## config.mk

```make
export PLATFORM = sky130hd
export DESIGN_NAME = frt_pref_ctrl
export DESIGN_NICKNAME = d
export VERILOG_FILES = /design/src/rtl/frt_pkg.sv /design/src/rtl/frt_qdelay.sv /design/src/rtl/frt_peak.sv /design/src/rtl/frt_band.sv /design/src/rtl/frt_pref_ctrl.sv
export SDC_FILE = /design/constraint.sdc
export NUM_CORES = 2
export LEC_CHECK = 0
export ABC_AREA = 1
export CORE_MARGIN = 5
export CORE_UTILIZATION = 40
export CTS_CLUSTER_DIAMETER = 60
export DETAILED_ROUTE_END_ITERATION = 7
export PLACE_DENSITY = 0.53
export RECOVER_POWER = 50
export SLEW_MARGIN = 20
export SYNTH_ARGS = -nofsm -noshare
export SYNTH_HDL_FRONTEND = slang
export SYNTH_SLANG_ARGS = --single-unit
```

## constraint.sdc

```tcl
create_clock -name clk_i -period 73.5 [get_ports clk_i]
set_input_delay 11.025 -clock clk_i [delete_from_list [all_inputs] [get_ports clk_i]]
set_output_delay 11.025 -clock clk_i [all_outputs]
set_load 0.005 [all_outputs]
```

## src/rtl/frt_pkg.sv

```systemverilog
package frt_pkg;
  typedef enum logic [1:0] {
    BND_NORM = 2'd0,
    BND_MOD  = 2'd1,
    BND_SEV  = 2'd2
  } band_e;

  typedef enum logic [2:0] {
    MD_NORMAL  = 3'd0,
    MD_HOLD    = 3'd1,
    MD_SCALE   = 3'd2,
    MD_BLANK   = 3'd3,
    MD_RECOVER = 3'd4
  } mode_e;
endpackage

```

## src/rtl/frt_qdelay.sv

```systemverilog
module frt_qdelay #(
  parameter int W     = 12,
  parameter int DEPTH = 85
) (
  input  logic                clk_i,
  input  logic                rst_ni,
  input  logic                en_i,
  input  logic signed [W-1:0] d_i,
  output logic signed [W-1:0] q_o
);
  logic signed [W-1:0] tap [DEPTH];

  always_ff @(posedge clk_i or negedge rst_ni) begin
    if (!rst_ni) begin
      for (int i = 0; i < DEPTH; i++) tap[i] <= '0;
    end else if (en_i) begin
      for (int i = DEPTH - 1; i > 0; i--) tap[i] <= tap[i-1];
      tap[0] <= d_i;
    end
  end

  assign q_o = tap[DEPTH-1];
endmodule

```

## src/rtl/frt_peak.sv

```systemverilog
module frt_peak #(
  parameter int W = 12
) (
  input  logic signed [W-1:0] a_i,
  input  logic signed [W-1:0] b_i,
  output logic        [W-1:0] peak_o
);
  localparam int SW = 2 * W + 1;

  logic [W-1:0]  mag_a, mag_b, cand;
  logic [SW-1:0] sum;

  // unsigned view of the negated value is exact, including the most negative code
  assign mag_a = a_i[W-1] ? W'(-a_i) : W'(a_i);
  assign mag_b = b_i[W-1] ? W'(-b_i) : W'(b_i);
  assign sum   = SW'(mag_a) * SW'(mag_a) + SW'(mag_b) * SW'(mag_b);

  // bitwise root: keep each bit whose square stays within the sum
  always_comb begin
    peak_o = '0;
    cand   = '0;
    for (int i = W - 1; i >= 0; i--) begin
      cand = peak_o | (W'(1) << i);
      if (SW'(cand) * SW'(cand) <= sum) peak_o = cand;
    end
  end
endmodule

```

## src/rtl/frt_band.sv

```systemverilog
module frt_band
  import frt_pkg::*;
#(
  parameter int PW    = 12,
  parameter int TH_HI = 230,
  parameter int TH_LO = 115
) (
  input  logic          clk_i,
  input  logic          rst_ni,
  input  logic          en_i,
  input  logic [PW-1:0] peak_i,
  output band_e         raw_o,
  output band_e         acc_nx_o
);
  band_e prev_q, acc_q;

  always_comb begin
    if (peak_i >= PW'(TH_HI))      raw_o = BND_NORM;
    else if (peak_i >= PW'(TH_LO)) raw_o = BND_MOD;
    else                           raw_o = BND_SEV;
  end

  assign acc_nx_o = (en_i && raw_o == prev_q) ? raw_o : acc_q;

  always_ff @(posedge clk_i or negedge rst_ni) begin
    if (!rst_ni) begin
      prev_q <= BND_SEV;
      acc_q  <= BND_SEV;
    end else if (en_i) begin
      prev_q <= raw_o;
      acc_q  <= acc_nx_o;
    end
  end

  AST_DEB_HOLD: assert property (@(posedge clk_i) disable iff (!rst_ni)
    (en_i && raw_o != prev_q) |=> $stable(acc_q));
endmodule

```

## src/rtl/frt_pref_ctrl.sv

```systemverilog
module frt_pref_ctrl
  import frt_pkg::*;
#(
  parameter int VW      = 12,
  parameter int PWR_W   = 13,
  parameter int PS_W    = 16,
  parameter int QDLY    = 85,
  parameter int CYC_N   = 340,
  parameter int HOLD_N  = 1020,
  parameter int RAMP_N  = 204,
  parameter int TH_HI   = 230,
  parameter int TH_LO   = 115,
  parameter int P_RATED = 6000,
  parameter int PS_HOLD = 9830
) (
  input  logic                 clk_i,
  input  logic                 rst_ni,
  input  logic                 smp_valid_i,
  input  logic signed [VW-1:0] v_smp_i,
  input  logic [PWR_W-1:0]     p_cmd_i,
  output logic [PWR_W-1:0]     p_ref_o,
  output logic [PS_W-1:0]      ps_ovr_o,
  output logic                 ps_ovr_valid_o,
  output logic                 inv_gate_en_o,
  output logic                 dcdc_gate_en_o,
  output logic [2:0]           mode_o
);
  localparam int HOLD_W = $clog2(HOLD_N);
  localparam int OK_W   = $clog2(CYC_N);
  localparam int K_W    = $clog2(RAMP_N + 1);
  localparam int P_HOLD = P_RATED / 5;

  logic signed [VW-1:0] v_dly;
  logic [VW-1:0]        peak;
  band_e                raw, acc_nx;

  frt_qdelay #(.W(VW), .DEPTH(QDLY)) u_dly (
    .clk_i(clk_i), .rst_ni(rst_ni), .en_i(smp_valid_i), .d_i(v_smp_i), .q_o(v_dly)
  );

  frt_peak #(.W(VW)) u_peak (.a_i(v_smp_i), .b_i(v_dly), .peak_o(peak));

  frt_band #(.PW(VW), .TH_HI(TH_HI), .TH_LO(TH_LO)) u_band (
    .clk_i(clk_i), .rst_ni(rst_ni), .en_i(smp_valid_i), .peak_i(peak),
    .raw_o(raw), .acc_nx_o(acc_nx)
  );

  mode_e              mode_q, mode_d;
  logic               gate_q, gate_d;
  logic [PWR_W-1:0]   pref_q, pref_d, latch_q, latch_d, s_q, s_d;
  logic [HOLD_W-1:0]  hold_q, hold_d;
  logic [OK_W-1:0]    ok_q, ok_d;
  logic [K_W-1:0]     k_q, k_d;
  logic [PWR_W-1:0]   p_cmd_sat, p_scale, p_hold;
  logic [31:0]        scaled;

  function automatic logic [PWR_W-1:0] f_min(input logic [31:0] a, input logic [31:0] b);
    return PWR_W'((a < b) ? a : b);
  endfunction

  function automatic logic [PWR_W-1:0] f_ramp(input logic [PWR_W-1:0] s,
                                               input logic [PWR_W-1:0] t,
                                               input logic [K_W-1:0]   k);
    return PWR_W'(32'(s) + ((32'(t) - 32'(s)) * 32'(k)) / 32'(RAMP_N));
  endfunction

  assign p_cmd_sat = f_min(32'(p_cmd_i), 32'(P_RATED));
  assign scaled    = (32'(P_RATED) * 32'(peak)) / 32'(TH_HI);
  assign p_scale   = f_min(scaled, 32'(latch_q));
  assign p_hold    = f_min(32'(P_HOLD), 32'(latch_q));

  always_comb begin
    mode_d = mode_q; gate_d = gate_q; pref_d = pref_q; latch_d = latch_q;
    hold_d = hold_q; ok_d = ok_q; k_d = k_q; s_d = s_q;
    if (smp_valid_i) begin
      if (acc_nx == BND_SEV && mode_q != MD_BLANK) begin
        // severe band overrides every other mode on the confirming strobe
        mode_d = MD_BLANK; gate_d = 1'b0; pref_d = '0; ok_d = '0;
        if (mode_q == MD_NORMAL) latch_d = pref_q;
      end else begin
        unique case (mode_q)
          MD_NORMAL: begin
            if (acc_nx == BND_MOD) begin
              mode_d = MD_HOLD; latch_d = pref_q; hold_d = '0;
              pref_d = f_min(32'(P_HOLD), 32'(pref_q));
            end else pref_d = p_cmd_sat;
          end
          MD_HOLD: begin
            if (acc_nx == BND_NORM) begin
              mode_d = MD_RECOVER; s_d = pref_q; k_d = K_W'(1);
              pref_d = f_ramp(pref_q, latch_q, K_W'(1));
            end else if (hold_q == HOLD_W'(HOLD_N - 1)) begin
              mode_d = MD_SCALE; pref_d = p_scale;
            end else hold_d = hold_q + 1'b1;
          end
          MD_SCALE: begin
            if (acc_nx == BND_NORM) begin
              mode_d = MD_RECOVER; s_d = pref_q; k_d = K_W'(1);
              pref_d = f_ramp(pref_q, latch_q, K_W'(1));
            end else pref_d = p_scale;
          end
          MD_RECOVER: begin
            if (acc_nx == BND_MOD) begin
              mode_d = MD_HOLD; hold_d = '0; pref_d = p_hold;
            end else begin
              k_d    = k_q + 1'b1;
              pref_d = f_ramp(s_q, latch_q, k_q + 1'b1);
              if (k_q + 1'b1 == K_W'(RAMP_N)) mode_d = MD_NORMAL;
            end
          end
          MD_BLANK: begin
            if (raw != BND_SEV) begin
              if (ok_q == OK_W'(CYC_N - 1)) begin
                gate_d = 1'b1; ok_d = '0;
                if (acc_nx == BND_NORM) begin
                  mode_d = MD_RECOVER; s_d = pref_q; k_d = K_W'(1);
                  pref_d = f_ramp(pref_q, latch_q, K_W'(1));
                end else begin
                  mode_d = MD_HOLD; hold_d = '0; pref_d = p_hold;
                end
              end else ok_d = ok_q + 1'b1;
            end else ok_d = '0;
          end
          default: mode_d = MD_BLANK;
        endcase
      end
    end
  end

  always_ff @(posedge clk_i or negedge rst_ni) begin
    if (!rst_ni) begin
      mode_q <= MD_BLANK; gate_q <= 1'b0; pref_q <= '0; latch_q <= PWR_W'(P_RATED);
      hold_q <= '0; ok_q <= '0; k_q <= '0; s_q <= '0;
    end else begin
      mode_q <= mode_d; gate_q <= gate_d; pref_q <= pref_d; latch_q <= latch_d;
      hold_q <= hold_d; ok_q <= ok_d; k_q <= k_d; s_q <= s_d;
    end
  end

  assign p_ref_o        = pref_q;
  assign mode_o         = mode_q;
  assign inv_gate_en_o  = gate_q;
  assign dcdc_gate_en_o = gate_q;
  assign ps_ovr_valid_o = (mode_q == MD_HOLD) || (mode_q == MD_BLANK);
  assign ps_ovr_o       = (mode_q == MD_HOLD) ? PS_W'(PS_HOLD) : '0;

  AST_REF_SAT: assert property (@(posedge clk_i) disable iff (!rst_ni)
    p_ref_o <= PWR_W'(P_RATED));
  AST_SEV_PRIO: assert property (@(posedge clk_i) disable iff (!rst_ni)
    (smp_valid_i && acc_nx == BND_SEV) |=> mode_o == 3'(MD_BLANK));
  AST_BLANK_OUT: assert property (@(posedge clk_i) disable iff (!rst_ni)
    mode_o == 3'(MD_BLANK) |-> (!inv_gate_en_o && p_ref_o == '0));
  AST_GATE_ON: assert property (@(posedge clk_i) disable iff (!rst_ni)
    mode_o != 3'(MD_BLANK) |-> inv_gate_en_o);
  AST_RAMP_MONO: assert property (@(posedge clk_i) disable iff (!rst_ni)
    (mode_o == 3'(MD_RECOVER) && $past(mode_o) == 3'(MD_RECOVER)) |-> p_ref_o >= $past(p_ref_o));
  AST_OUT_HOLD: assert property (@(posedge clk_i) disable iff (!rst_ni)
    !$past(smp_valid_i) |-> ($stable(p_ref_o) && $stable(mode_o) && $stable(inv_gate_en_o)));
endmodule

```

==> results.txt <==
----------------------------------------------------
[GRT]
  Global-route wire length before repair ... 352,000 µm
  Largest net degree at the start of global routing ... around 280
  Antenna violations before repair ... 1
  Total congestion overflow ... 0
  Number of global-route vias before repair ... 69,500
  GR Util All Layers ... a little under a fifth

[Critical path]
  Cell depth of the worst flop-to-flop path ... between 400 and 500
  Startpoint class of the critical path ... input pin
  Required time at the endpoint of the critical path ... 74.11 ns
  Worst path max stage delay ... about 0.63 ns
  Critical path start-end classification ... input pin to register
  Top fanout value on the critical path ... 8
  Origin of the critical flop-to-flop path ... u_dly.q_o[0]
  Arrival time of the worst setup path ... between 70 and 80 ns
  Critical register-to-register path endpoint ... p_ref_o[7]
  Critical path origin ... v_smp_i[2]
  Worst path bufs/invs ... 84
  Worst R2R Setup Slack ... 3.41 ns
  Endpoint kind of the worst setup timing path ... register
  Cell seen most often among critical-path stages ... sky130_fd_sc_hd__nand2_2
  Slowest stage cell on the critical path ... sky130_fd_sc_hd__fa_2
  Critical path's top delay family ... adder cells

[STA]
  Hold violation count in the final report ... 0
  Maximum clock skew at final layout ... 0.0368 ns
  Slew at the pin closest to its max-slew limit ... slightly below 10 ns
  Maximum clock rate ... around 13 MHz
  Minimum clock period ... ~80 ns
  Hold WS ... between 0.4 and 0.5 ns
  Setup repair after global routing missed its margin ... yes
  Worst max-slew margin expressed relative to the limit ... -558%
  Final period utilization ... 107%
  Final worst setup slack ... -4.89 ns
  Final-report setup violation count ... 13
  Max-slew violation count ... between 1,500 and 2,000

[Clock tree]
  CTS sink count ... about 1,100
  Number of CTS-inserted buffers ... 107
  Max Buffers Root-to-Sink ... 3
  Clock network latency to the later pin of the worst-skew pair ... 0.72 ns
  CTS tree ... built
  Root buf cell ... sky130_fd_sc_hd__clkbuf_16
  Worst-path clk slew ... roughly 0.06 ns
  H-tree lvl count ... 3
  Post-CTS Hold Fix Bufs ... 0

[Place]
  Buffers on Ports ... 53
  Placer Congestion ... 0.904
  Placement Cell Area ... roughly 100,000 µm²
  HPWL after detailed placement ... ~160,000 µm

[Job]
  Max cap viols ... 14

[Min path]
  Hold WC Path Type ... register to register
  Hold Crit Endpoint ... u_dly.tap[535]
  Worst Min Path Start ... u_dly.tap[547]
  Worst hold path depth ... 2

[Detailed routing]
  DRT iter0 DRCs ... approximately 4,000
  Number of nets with antenna violations after detailed routing ... 0
  Final routed wire length divided by cell count ... 14.6 µm
  DR DRC count ... 0
  Mean number of vias per cell ... 4.75
  Total wirelength of the detailed-routed design ... approximately 210,000 µm
  DR pass1 iterations ... 5
  Routed via count ... around 69,000

[Floorplan]
  Number of cell rows ... around 170
  Vertical extent of the die ... about 470 µm
  I/O pin total ... 63
  Die span in x ... 470 µm
  Core Area ... 210,000 µm²
  Starting Density ... 40.3%
  Die Footprint ... 221,000 µm²

[Yosys]
  Cell area after synthesis ... about 85,000 µm²
  Post-synthesis sequential area ratio ... 32.4%
  Number of synthesized register bits ... between 1,000 and 1,500
  Synthesized instance count ... around 10,000
  Distinct cells, synth ... between 70 and 80
  Fraction of registers with async set or reset after synthesis ... 100%
  EDFF count, synth ... 0
  Count of yosys warnings during synthesis ... 0
  Main flop type after synthesis ... sky130_fd_sc_hd__dfrtp_1
  Mean cell area of the mapped netlist ... slightly above 8 µm²

[Layout]
  Post-route cell area ... between 100,000 and 150,000 µm²
  Share of the core filled with cells in the final layout ... around half
  Net count, final ... roughly 13,000
  Synthesis-to-finish area growth ... 25.0%
  Share of post-route cells with drive strength above 1 ... between 20% and 30%

[Outcome]
  Failing checks ... max-capacitance violations, max-slew violations, negative setup slack
  Outcome ... finished with violations

----------------------------------------------------
==> kinds of logic after synthesis <==
family | Yosys count | synth area share (%)
other cells | 2 | 0.00888
simple gates | 3902 | 20.6
buf+inv | 2347 | 10.9
xor+xnor | 337 | 3.50
compound gates | 1602 | 9.98
fa+ha+maj | 1200 | 22.6
mux | 1 | 0.0118
flops | 1094 | 32.4
==> cell usage after synthesis, types with 37 or more instances <==
library cell                  n  area share, %
sky130_fd_sc_hd__nand3_2     42           0.50
sky130_fd_sc_hd__nor2_1     471            2.1
sky130_fd_sc_hd__dfrtp_1   1083             32
sky130_fd_sc_hd__inv_2       37           0.16
sky130_fd_sc_hd__o21ai_0   1176            7.0
sky130_fd_sc_hd__nand2_1   2475             11
sky130_fd_sc_hd__xor2_1     245            2.5
sky130_fd_sc_hd__inv_1     1981            8.8
sky130_fd_sc_hd__nand4_1     93           0.69
sky130_fd_sc_hd__a21oi_1    274            1.6
sky130_fd_sc_hd__nor3_1      47           0.28
sky130_fd_sc_hd__or2_2       41           0.30
sky130_fd_sc_hd__nand3_1    397            2.4
sky130_fd_sc_hd__ha_1       657            9.7
sky130_fd_sc_hd__xnor2_1     91           0.94
sky130_fd_sc_hd__nand2_2    129           0.95
sky130_fd_sc_hd__nand2_4     64           0.85
sky130_fd_sc_hd__fa_1       543             13
sky130_fd_sc_hd__clkbuf_1   247            1.1
==> worst reg2reg max path: cells and delay by family, from the launching register on <==
family / cells / cell delay, ns
fa+ha+maj: 79 / 29.99
simple gates: 194 / 20.71
buf+inv: 87 / 8.13
compound gates: 58 / 8.10
xor+xnor: 17 / 2.55
flops: 1 / 0.49
==> through the flow <==
step / setup TNS, ns / setup WS, ns / cells
global route: -110.29 / -8.54 / 14600
global placement: -90.63 / -7.03 / 14200
CTS: -81.22 / -6.28 / 14400
finish: -63.15 / -4.89 / 14600
detailed placement: -106.09 / -8.21 / 14200
floorplan: -68.76 / -5.32 / 10500
==> worst max-delay path by stage <==
stage	to	slack, ns	depth (start not counted)
finish	p_ref_o[7]	-4.89	430
global route	p_ref_o[7]	-8.54	442
CTS	p_ref_o[4]	-6.28	425
detailed placement	p_ref_o[12]	-8.21	413
global placement	p_ref_o[12]	-7.03	417
floorplan	p_ref_o[9]	-5.32	431
==> routing by layer <==
layer / vias to the layer above / global-route usage (%) / share of wire (%)
met1: 33200 / 27.2 / 48
met4: 0 / 3.11 / 1.8
met5: - / 0 / 0
met2: 899 / 31.1 / 46
met3: 237 / 2.34 / 3.7
li1: 35000 / - / -
==> registers in the layout, summed over array words and instances, names as in the netlist <==
name / cells
k_q: 8
ok_q: 9
u_dly.q_o: 12
u_dly.tap: 1008
hold_q: 10
dcdc_gate_en_o: 1
latch_q: 13
p_ref_o: 13
s_q: 13
u_band.acc_q: 2
mode_o: 3
u_band.prev_q: 2
==> cell type report <==
class	count	area (µm²)
diodes	1	2.50
clock buffers	162	3180
clock inverters	34	488
fillers	20100	104000
inverters	2041	7780
multi-input cells	7092	52600
flip-flops and latches	1094	27400
well taps	2805	3510
repair buffers	1353	10700
==> cell usage in the layout, fill, tap and decap left out, drive strengths merged, types with 33 or more instances in the layout <==
cell type and instances:
nand2 2688, inv 2023, buf 1290, o21ai 1190, dfrtp 1083, ha 657, fa 543, nor2 540
nand3 454, a21oi 280, xor2 245, clkbuf 177, nand4 95, xnor2 92, nor3 47, or2 41
clkinv 37, o21bai 33
==> timing repair <==
action,4_1_cts,5_1_grt
buffers inserted,29,144
pin swaps,60,448
cloned,8,14
resized for setup,81,734
endpoints found under the setup margin,13,13
Power is left out: the tool's default activity adds up to more than one toggle a clock period on the data nets, which glitch-free logic cannot reach.
